===== config.mk =====
export PLATFORM = sky130hd
export DESIGN_NAME = prefetch_shadow
export DESIGN_NICKNAME = d
export VERILOG_FILES = /design/src/rtl/fqm_pkg.sv /design/src/rtl/fqm_variant_detect.sv /design/src/rtl/fqm_bus_tracker.sv /design/src/rtl/fqm_queue.sv /design/src/rtl/prefetch_shadow.sv
export SDC_FILE = /design/constraint.sdc
export NUM_CORES = 1
export LEC_CHECK = 0
export ABC_AREA = 1
export BUFFER_PORTS_ARGS = -buffer_cell sky130_fd_sc_hd__buf_2
export CORE_MARGIN = 3
export CORE_UTILIZATION = 50
export DETAILED_ROUTE_END_ITERATION = 10
export PLACE_DENSITY = 0.77
export RECOVER_POWER = 50
export SLEW_MARGIN = 15
export SYNTH_ARGS = -nofsm -noshare
export SYNTH_HDL_FRONTEND = slang
export SYNTH_SLANG_ARGS = --single-unit
export TNS_END_PERCENT = 1

===== constraint.sdc =====
create_clock -name clk -period 3.89 [get_ports clk]
set_input_delay 0.1945 -clock clk [delete_from_list [all_inputs] [get_ports clk]]
set_output_delay 0.1945 -clock clk [all_outputs]
set_load 0.05 [all_outputs]

===== src/rtl/fqm_pkg.sv =====
// Shared encodings for the shadow prefetch queue tracker.
// Assumes the processor status encodings listed in the brief.
package fqm_pkg;

    // Queue status line codes driven by the processor.
    typedef enum logic [1:0] {
        QS_IDLE  = 2'b00,
        QS_FIRST = 2'b01,
        QS_FLUSH = 2'b10,
        QS_NEXT  = 2'b11
    } qstat_e;

    // Bus cycle phase seen by the tracker.
    typedef enum logic [1:0] {
        PH_IDLE = 2'b00,
        PH_T2   = 2'b01,
        PH_T3   = 2'b10
    } phase_e;

    // Bus status value that marks an instruction fetch.
    localparam logic [2:0] ST_CODE_FETCH = 3'b100;

endpackage


===== src/rtl/fqm_variant_detect.sv =====
// Detects the processor variant from byte-high-enable during processor reset.
// Assumes: a 16-bit part drives bhe_n low at some edge while cpu_reset is high;
// the result is latched when cpu_reset falls and held until the next pulse.
module fqm_variant_detect (
    input  logic clk,
    input  logic rst_n,
    input  logic cpu_reset,
    input  logic bhe_n,
    output logic wide_cpu
);

    logic cpu_reset_q;
    logic seen_low;

    // Tracks bhe_n during processor reset and latches the variant on its release.
    always_ff @(posedge clk) begin
        if (!rst_n) begin
            cpu_reset_q <= 1'b0;
            seen_low    <= 1'b0;
            wide_cpu    <= 1'b0;
        end else begin
            cpu_reset_q <= cpu_reset;
            if (cpu_reset && !cpu_reset_q) begin
                seen_low <= ~bhe_n;
            end else if (cpu_reset) begin
                seen_low <= seen_low | ~bhe_n;
            end
            if (!cpu_reset && cpu_reset_q) begin
                wide_cpu <= seen_low;
            end
        end
    end

    AST_VARIANT_HELD: assert property (@(posedge clk) disable iff (!rst_n)
        !cpu_reset_q |=> $stable(wide_cpu));

endmodule


===== src/rtl/fqm_bus_tracker.sv =====
// Follows processor bus cycles T1..T3 and produces enqueue requests for code fetches.
// Assumes: ale marks T1, T2 follows, and T3 repeats (wait states) until ready is 1.
// Capture is combinational at the completing T3 edge; a flush in T2/T3 kills the cycle.
module fqm_bus_tracker
    import fqm_pkg::*;
(
    input  logic        clk,
    input  logic        rst_n,
    input  logic        cpu_reset,
    input  logic        ale,
    input  logic [2:0]  bus_status,
    input  logic        addr0,
    input  logic        bhe_n,
    input  logic        ready,
    input  logic [15:0] data_bus,
    input  logic        wide_cpu,
    input  logic        flush,
    output logic [1:0]  push_cnt,
    output logic [7:0]  push_b0,
    output logic [7:0]  push_b1
);

    phase_e phase;
    logic   is_code_q;
    logic   a0_q;
    logic   wide_cyc_q;
    logic   killed_q;
    logic   take;

    // Advances the bus phase and latches the per-cycle attributes.
    always_ff @(posedge clk) begin
        if (!rst_n || cpu_reset) begin
            phase      <= PH_IDLE;
            is_code_q  <= 1'b0;
            a0_q       <= 1'b0;
            wide_cyc_q <= 1'b0;
            killed_q   <= 1'b0;
        end else if (ale) begin
            phase     <= PH_T2;
            is_code_q <= (bus_status == ST_CODE_FETCH);
            a0_q      <= addr0;
            killed_q  <= 1'b0;
        end else begin
            case (phase)
                PH_T2: begin
                    wide_cyc_q <= ~bhe_n;
                    phase      <= PH_T3;
                    if (flush) killed_q <= 1'b1;
                end
                PH_T3: begin
                    if (flush) killed_q <= 1'b1;
                    if (ready) phase <= PH_IDLE;
                end
                default: phase <= PH_IDLE;
            endcase
        end
    end

    // Decides how many bytes the completing cycle contributes and which ones.
    always_comb begin
        take = (phase == PH_T3) && ready && is_code_q && !killed_q && !flush && !cpu_reset && !ale;
        if (!take)              push_cnt = 2'd0;
        else if (!wide_cpu)     push_cnt = 2'd1;
        else if (a0_q)          push_cnt = 2'd1;
        else if (wide_cyc_q)    push_cnt = 2'd2;
        else                    push_cnt = 2'd1;
        push_b0 = (wide_cpu && a0_q) ? data_bus[15:8] : data_bus[7:0];
        push_b1 = data_bus[15:8];
    end

    AST_CAPTURE_NEEDS_READY: assert property (@(posedge clk) disable iff (!rst_n)
        (push_cnt != 2'd0) |-> ready);

    AST_NO_CAPTURE_ON_FLUSH: assert property (@(posedge clk) disable iff (!rst_n)
        flush |-> (push_cnt == 2'd0));

endmodule


===== src/rtl/fqm_queue.sv =====
// Byte mirror of the prefetch queue, oldest byte in slot 0.
// Assumes: removal is applied before the enqueue of the same edge; depth_lim
// never shrinks below the current level (it only changes while the mirror is cleared).
module fqm_queue
    import fqm_pkg::*;
#(
    parameter int MAX_DEPTH = 6,
    parameter int LVLW      = $clog2(MAX_DEPTH + 1)
) (
    input  logic                   clk,
    input  logic                   rst_n,
    input  logic                   clear,
    input  logic [1:0]             qs,
    input  logic [1:0]             push_cnt,
    input  logic [7:0]             push_b0,
    input  logic [7:0]             push_b1,
    input  logic [LVLW-1:0]        depth_lim,
    output logic [MAX_DEPTH*8-1:0] q_flat,
    output logic [LVLW-1:0]        count,
    output logic                   deq_valid,
    output logic [7:0]             deq_byte,
    output logic                   insn_start,
    output logic                   err
);

    logic                   do_pop;
    logic                   do_flush;
    logic                   pop_ok;
    logic [LVLW-1:0]        base;
    logic [LVLW-1:0]        room;
    logic [LVLW-1:0]        want;
    logic [LVLW-1:0]        keep;
    logic [LVLW-1:0]        count_nx;
    logic                   overflow;
    logic                   underflow;
    logic [MAX_DEPTH*8-1:0] q_nx;

    // Works out the level after this edge's removal and enqueue.
    always_comb begin
        do_pop    = (qs == QS_FIRST) || (qs == QS_NEXT);
        do_flush  = (qs == QS_FLUSH);
        pop_ok    = do_pop && (count != '0);
        underflow = do_pop && (count == '0);
        base      = pop_ok ? count - LVLW'(1) : count;
        room      = depth_lim - base;
        want      = LVLW'(push_cnt);
        overflow  = want > room;
        keep      = overflow ? room : want;
        count_nx  = base + keep;
    end

    for (genvar i = 0; i < MAX_DEPTH; i++) begin : g_slot
        logic [7:0] moved;
        if (i + 1 < MAX_DEPTH) begin : g_mid
            assign moved = pop_ok ? q_flat[(i+1)*8 +: 8] : q_flat[i*8 +: 8];
        end else begin : g_top
            assign moved = pop_ok ? 8'h00 : q_flat[i*8 +: 8];
        end
        assign q_nx[i*8 +: 8] = (LVLW'(i) >= count_nx)             ? 8'h00   :
                                (LVLW'(i) == base)                  ? push_b0 :
                                (LVLW'(i) == base + LVLW'(1))       ? push_b1 :
                                                                      moved;
    end

    // Updates the stored bytes and level.
    always_ff @(posedge clk) begin
        if (!rst_n || clear || do_flush) begin
            q_flat <= '0;
            count  <= '0;
        end else begin
            q_flat <= q_nx;
            count  <= count_nx;
        end
    end

    // Presents the removed byte one cycle after the queue status.
    always_ff @(posedge clk) begin
        if (!rst_n) begin
            deq_valid  <= 1'b0;
            deq_byte   <= 8'h00;
            insn_start <= 1'b0;
        end else begin
            deq_valid  <= pop_ok && !clear;
            deq_byte   <= (pop_ok && !clear) ? q_flat[7:0] : 8'h00;
            insn_start <= pop_ok && !clear && (qs == QS_FIRST);
        end
    end

    // Holds the sticky error until tracker reset.
    always_ff @(posedge clk) begin
        if (!rst_n) begin
            err <= 1'b0;
        end else if (!clear && (underflow || overflow)) begin
            err <= 1'b1;
        end
    end

    AST_LEVEL_BOUND: assert property (@(posedge clk) disable iff (!rst_n)
        count <= depth_lim);

    AST_FLUSH_EMPTIES: assert property (@(posedge clk) disable iff (!rst_n)
        (qs == QS_FLUSH) |=> (count == '0));

    AST_ERR_STICKY: assert property (@(posedge clk) disable iff (!rst_n)
        err |=> err);

    AST_START_WITH_BYTE: assert property (@(posedge clk) disable iff (!rst_n)
        insn_start |-> deq_valid);

endmodule


===== src/rtl/prefetch_shadow.sv =====
// Top of the shadow prefetch queue tracker: variant detection, bus cycle
// tracking and the byte mirror. Assumes one clk edge per processor clock.
module prefetch_shadow
    import fqm_pkg::*;
#(
    parameter int NARROW_DEPTH = 4,
    parameter int WIDE_DEPTH   = 6,
    parameter int LVLW         = $clog2(WIDE_DEPTH + 1)
) (
    input  logic                    clk,
    input  logic                    rst_n,
    input  logic                    cpu_reset,
    input  logic                    ale,
    input  logic [2:0]              bus_status,
    input  logic                    addr0,
    input  logic                    bhe_n,
    input  logic                    ready,
    input  logic [15:0]             data_bus,
    input  logic [1:0]              q_status,
    output logic                    deq_valid,
    output logic [7:0]              deq_byte,
    output logic                    insn_start,
    output logic [WIDE_DEPTH*8-1:0] q_bytes,
    output logic [LVLW-1:0]         q_level,
    output logic                    wide_cpu,
    output logic                    q_error
);

    logic [1:0]      push_cnt;
    logic [7:0]      push_b0;
    logic [7:0]      push_b1;
    logic [LVLW-1:0] depth_lim;
    logic            flush;

    // Selects the mirror depth for the detected variant and decodes the flush.
    always_comb begin
        depth_lim = wide_cpu ? LVLW'(WIDE_DEPTH) : LVLW'(NARROW_DEPTH);
        flush     = (q_status == QS_FLUSH);
    end

    fqm_variant_detect u_detect (
        .clk       (clk),
        .rst_n     (rst_n),
        .cpu_reset (cpu_reset),
        .bhe_n     (bhe_n),
        .wide_cpu  (wide_cpu)
    );

    fqm_bus_tracker u_bus (
        .clk        (clk),
        .rst_n      (rst_n),
        .cpu_reset  (cpu_reset),
        .ale        (ale),
        .bus_status (bus_status),
        .addr0      (addr0),
        .bhe_n      (bhe_n),
        .ready      (ready),
        .data_bus   (data_bus),
        .wide_cpu   (wide_cpu),
        .flush      (flush),
        .push_cnt   (push_cnt),
        .push_b0    (push_b0),
        .push_b1    (push_b1)
    );

    fqm_queue #(
        .MAX_DEPTH (WIDE_DEPTH),
        .LVLW      (LVLW)
    ) u_queue (
        .clk        (clk),
        .rst_n      (rst_n),
        .clear      (cpu_reset),
        .qs         (q_status),
        .push_cnt   (push_cnt),
        .push_b0    (push_b0),
        .push_b1    (push_b1),
        .depth_lim  (depth_lim),
        .q_flat     (q_bytes),
        .count      (q_level),
        .deq_valid  (deq_valid),
        .deq_byte   (deq_byte),
        .insn_start (insn_start),
        .err        (q_error)
    );

endmodule


Word-level counts from Yosys, hierarchy flattened
Index checks and enable logic that the tools add are counted.
{"block": "totals", "reg_bits": 71, "latchBits": 0, "mem_bits_rw": 0, "mem_bits_ro": 0, "in_bits": 28, "output_inout_bits": 63, "elab_cells": 129, "mem_count": 0}
{"block": "op_classes", "addsub": 4, "n_mul": 0, "n_div": 0, "order_cmp": 7, "eq_ne": 18, "n_shift": 0, "mux": 31, "n_bitwise": 3, "reduce_logical": 46}
{"cell": "$mux 8", "n": 19}
{"cell": "$reduce_bool 3->1", "n": 7}
{"cell": "$reduce_or 2->1", "n": 8}
{"cell": "$logic_and 1x1->1", "n": 14}
{"cell": "$eq 2x3->1 const A", "n": 4}
{"cell": "$eq 3x3->1 const A", "n": 4}
{"cell": "$mux 2", "n": 6}
{"cell": "$logic_not 3->1", "n": 3}
{"cell": "$eq 1x3->1 const A", "n": 2}
{"cell": "$eq 2x2->1 const B", "n": 3}
{"cell": "$ge 1x3->1 const A", "n": 2}
{"cell": "$ge 2x3->1 const A", "n": 2}
{"cell": "$ge 3x3->1 const A", "n": 2}
{"cell": "$logic_not 1->1", "n": 6}
{"cell": "$mux 3", "n": 2}
{"cell": "$reduce_and 2->1", "n": 3}
{"cell": "$eq 2x1->1 const B", "n": 2}
{"cell": "$logic_or 1x1->1", "n": 4}
{"cell": "$pmux 2 s2", "n": 1}
{"cell": "$add 3x1->3 const B", "n": 1}
{"cell": "$add 3x3->3", "n": 1}
{"cell": "$eq 3x3->1 const B", "n": 1}
{"cell": "$gt 2x3->1", "n": 1}
{"cell": "$mux 1", "n": 3}
{"cell": "other kinds (7)", "n": 8}

Depth between registers and ports, before layout
{"block": "logic_depth", "word_depth": 13, "ltp_mapped": 24, "mapped_depth_nobuf": 24}

Modules after synthesis
From an unflattened synthesis, not the netlist that was laid out.
{"block": "hier_totals", "cells_unflattened": 674, "hier_area_um2": 4434.3}
{"mod": "fqm_queue", "instances": 1, "cells_per_inst": 571, "area_per_inst_um2": 3802.4, "seq_area_each_um2": 1241.2}
{"mod": "fqm_bus_tracker", "instances": 1, "cells_per_inst": 84, "area_per_inst_um2": 500.5, "seq_area_each_um2": 120.1}
{"mod": "fqm_variant_detect", "instances": 1, "cells_per_inst": 15, "area_per_inst_um2": 113.9, "seq_area_each_um2": 60.1}
{"mod": "prefetch_shadow", "instances": 1, "cells_per_inst": 4, "area_per_inst_um2": 17.5, "seq_area_each_um2": 0.0}

Worst setup path before layout
OpenSTA, ideal clock, no wires.
{"block": "synth_path", "path_type": "flip-flop to flip-flop", "start": "register u_queue.count[0]", "end": "register u_queue.q_flat[3]", "setup_time_ns": 0.078, "arrival_ns": 4.011, "t_required_ns": 3.812, "slack_ns": -0.198, "stages_incl_launch_ff": 23, "path_cell_list": "dfxtp_1 inv_1 ha_1 nand2_4 nand2_4 nand2_1 nand2_1 fa_1 inv_1 ha_1 a21oi_1 a21oi_1 nand2_1 nand2_1 o21ai_0 ha_1 fa_1 inv_1 a21oi_1 inv_1 nand2_1 inv_1 nor3_1"}
{"block": "synth_between", "elab_chain_cells": 9, "word_cells_on_any_way": 16, "classes_between": "add/sub: 4; order compare: 2; mux: 4; reduce/logical: 6"}
{"item": "start: declaration", "line_no": "fqm_queue.sv:19", "rtl": "output logic [LVLW-1:0] count,"}
{"item": "start signal: assignment", "line_no": "fqm_queue.sv:72", "rtl": "count <= count_nx;"}
{"item": "parallel branches: the longest is 2 deep, another holds $sub 3x1->3"}
{"item": "$mux 3 *", "line_no": "fqm_queue.sv:44", "rtl": "base = pop_ok ? count - LVLW'(1) : count;"}
{"item": "$sub 3x3->3", "line_no": "fqm_queue.sv:45", "rtl": "room = depth_lim - base;"}
{"item": "$gt 2x3->1", "line_no": "fqm_queue.sv:47", "rtl": "overflow = want > room;"}
{"item": "$mux 3", "line_no": "fqm_queue.sv:48", "rtl": "keep = overflow ? room : want;"}
{"item": "$add 3x3->3 *", "line_no": "fqm_queue.sv:49", "rtl": "count_nx = base + keep;"}
{"item": "net u_queue.count_nx[1]", "line_no": "fqm_queue.sv:33", "rtl": "logic [LVLW-1:0] count_nx;"}
{"item": "$ge 1x3->1 *", "line_no": "fqm_queue.sv:59", "rtl": "assign q_nx[i*8 +: 8] = (LVLW'(i) >= count_nx) ? 8'h00 :"}
{"item": "$reduce_or 2->1 (no line) *"}
{"item": "end signal: assignment", "line_no": "fqm_queue.sv:71", "rtl": "q_flat <= q_nx;"}
{"item": "end: declaration", "line_no": "fqm_queue.sv:18", "rtl": "output logic [MAX_DEPTH*8-1:0] q_flat,"}
Mark *: on every way through the listed nets, which the timed path passes.
A chain may end at the register's enable or synchronous reset.

Final worst setup path
Same ends and word-level chain as after synthesis.

==> run_results.csv <==
group,metric,value,unit
clock_tree,htree_levels,3,
power_and_ir_drop,vdd_drop_max,0.142,mV
cells_and_area,fill_cells,771,
timing,finClkSkew,13.7,ps
timing,setup_ws,215,ps
place,dp.cells,868,
timing,rsz0062_at_grt,"true",
timing,period_share,0.945,
cells_and_area,num_antenna_cells,0,
cells_and_area,areaGrowthSynthToFinish,19.7,%
timing,hold_viol_final,0,
detailed_routing,drt-wirelength-per-cell,15.5,um
synthesis,yosysMostFrequentCell,"nand2_1",
detailed_routing,ant_nets,0,
worst_setup_path,end_kind,"register",
synthesis,seq_area_frac_synth,0.335,
clock_tree,cts_sinks,71,
power_and_ir_drop,p_leak,0.00248,uW
synthesis,synth_edf_count,0,
detailed_routing,vias_per_cell,5.36,
timing,whs,45.4,ps
floorplan,die-height,98.1,um
worst_setup_path,crit_required,4160,ps
synthesis,synth_top_area_frac,0.335,
clock_tree,cts.clk_slew.worst_paths,80,ps
clock_tree,numCtsBuffers,9,
synthesis,postSynthCellCount,679,
worst_setup_path,critPathKind,"reg2reg",
worst_setup_path,path_buf_inv,5,
detailed_routing,wirelength,13.8,mm
flow_run,cap_viol_max_count,0,
synthesis,synth-seq-cells,71,
worst_setup_path,crit_top_cell,"inv_2",
synthesis,synth-main-ff-cell,"dfxtp_1",
synthesis,synth_area_leader_cell,"dfxtp_1",
floorplan,core_area,0.00797,sq mm
floorplan,chipWidth,98.1,um
worst_setup_path,worst-path-max-fanout,5,
timing,tightest_slew,749,ps
cells_and_area,regArea,0.00143,sq mm
global_routing,grt_pass1_vias,4482,
floorplan,die-area,0.00962,sq mm
worst_setup_path,crit_family,"adder cells",
synthesis,syn_area,0.00424,sq mm
synthesis,synth_nets,717,
detailed_routing,drc_errors,0,
status,status,"finished, final reports clean",
hold_path,min_path_type,"in2reg",
place,post-place-ws,-70.8,ps
clock_tree,cts_tree,"built",
timing,tns,0,ps
detailed_routing,drt_iter0_drc,396,
global_routing,grt_antenna_before_repair,0,
cells_and_area,final_cells,888,
floorplan,initial_core_util,0.532,
worst_setup_path,cpPeakStageDelay,540,ps
global_routing,grtUsageTotal,0.279,
place,gp_congestion,0.987,
clock_tree,hold_buffers,0,
place,dp_hpwl,10.5,mm
detailed_routing,vias,4763,
cells_and_area,multi_input_area,0.00247,sq mm
cells_and_area,nets,820,
synthesis,synthTopCellsByArea,"dfxtp_1 34%, nand2_1 15%, nor2_1 12%",
cells_and_area,drive_above_1_share,0.158,
global_routing,grt_max_degree,20,
synthesis,synth_commonest_cells,"173 x nand2_1, 134 x nor2_1, 92 x inv_1",
timing,slew_headroom,0.495,
worst_setup_path,critPathArrivalTime,3950,ps
synthesis,synth-async-reset-ratio,0,
timing,max_freq,272,MHz
floorplan,ioPinCount,91,
global_routing,grt_pass1_wl,21.5,mm
clock_tree,cts_buffer_depth,2,
synthesis,yosys_warnings,0,
synthesis,synthDistinctLibCells,34,
place,io_buffer_count,90,
worst_setup_path,crit_slowest_cell,"fa_2",
floorplan,core.rowCount,32,
detailed_routing,first_pass_iters,5,
global_routing,grt-ovfl-total,0,
clock_tree,cts_root_buf,"clkbuf_8",
timing,final-setup-viol-count,0,
worst_setup_path,path_cells,"inv_2, ha_4, nand2_4, nand2_4, nand2_1, nand2_2, fa_1, inv_2, ha_4, a21oi_1, a21oi_1, nand2_1, nand2_1, o21ai_0, ha_2, fa_2, inv_2, a21oi_2, inv_1, nand2_4, inv_2, nor3_1",
timing,fin_crit,3680,ps
clock_tree,worstSkewPairLatency,350,ps
power_and_ir_drop,p_per_area,274,mW/mm^2
synthesis,synth_area_per_cell,6.24,sq um
worst_setup_path,start_kind,"register",
power_and_ir_drop,total_power,1390,uW
timing,drv_slew,0,
## per-stage QoR
step,utilization,instance area [sq um]
after floorplan,-,4240
after CTS,0.631,5030
after global placement,0.606,4830
after global routing,0.637,5070
final,0.637,5070
after detailed placement,0.606,4830
## power by group
part           internal [uW]  switching (uW)  leakage, uW
Combinational           24.0            61.1      0.00182
Clock                    290             285    0.0000871
Sequential               729            2.07     0.000574
Total                   1040             348      0.00248
## sequential cells by signal (all words and copies together) (netlist names)
name,flops
u_queue.q_flat,48
u_queue.deq_byte,8
u_queue.count,3
u_bus.phase,2
u_bus.a0_q,1
u_bus.is_code_q,1
u_bus.killed_q,1
u_bus.wide_cyc_q,1
u_detect.cpu_reset_q,1
u_detect.seen_low,1
u_detect.wide_cpu,1
u_queue.deq_valid,1
u_queue.err,1
u_queue.insn_start,1
## placed cells by master (no fill, tap or decap), types with 9 or more instances in the layout
cell type  synthesis  final
inv_2              7     12
a21oi_1           20     19
buf_4              0     14
clkbuf_8           0      9
o21ai_0           53     50
buf_2              6     35
inv_1             92     87
nand2_1          173    167
nand4_1           20     20
nor2_1           134    132
nand2_2            9     12
dfxtp_1           71     69
nand2_4            6      9
nand3_1           39     39
clkbuf_1           4     55
## final timing paths
path	from	endpoint	depth (start not counted)	slack, ps
hold reg to reg	u_queue.err	u_queue.err	2	450
setup / recovery	u_queue.count[0]	u_queue.q_flat[3]	22	210
hold / removal	q_status[1]	u_queue.insn_start	2	50
setup reg to reg	u_queue.count[0]	u_queue.q_flat[3]	22	210
## per-layer routing
metal,vias to the layer above,GRT usage,routed length (um)
met4,0,0.120,545
met3,47,0.0757,1430
met1,2101,0.344,5460
met2,271,0.455,6370
li1,2344,-,-
met5,-,0,0
## area by class of cell
| class | instances | area share |
|---|---|---|
| Clock buffer | 9 | 0.0244 |
| Tap cell | 102 | 0.0252 |
| Inverter | 100 | 0.0740 |
| Sequential cell | 71 | 0.281 |
| Multi-Input combinational cell | 496 | 0.487 |
| Timing Repair Buffer | 104 | 0.0960 |
| Clock inverter | 6 | 0.0123 |
## repair_timing
item                       4_1_cts  5_1_grt
setup endpoints to repair       31       48
buffers inserted                 0        5
gates resized for setup          5       25
pin swaps                        0        7
## cell families (layout without fill, tap and decap cells)
family | Yosys count | count (layout) | share of synthesized area
and+or+nand+nor | 401 | 401 | 0.419
buffers and inverters | 112 | 219 | 0.103
AOI/OAI and AO/OA | 84 | 84 | 0.108
DFF | 71 | 71 | 0.335
adders and majority gates | 10 | 10 | 0.0331
xor gates and xnor gates | 1 | 1 | 0.00207
Power figures use the tool's default switching activity.
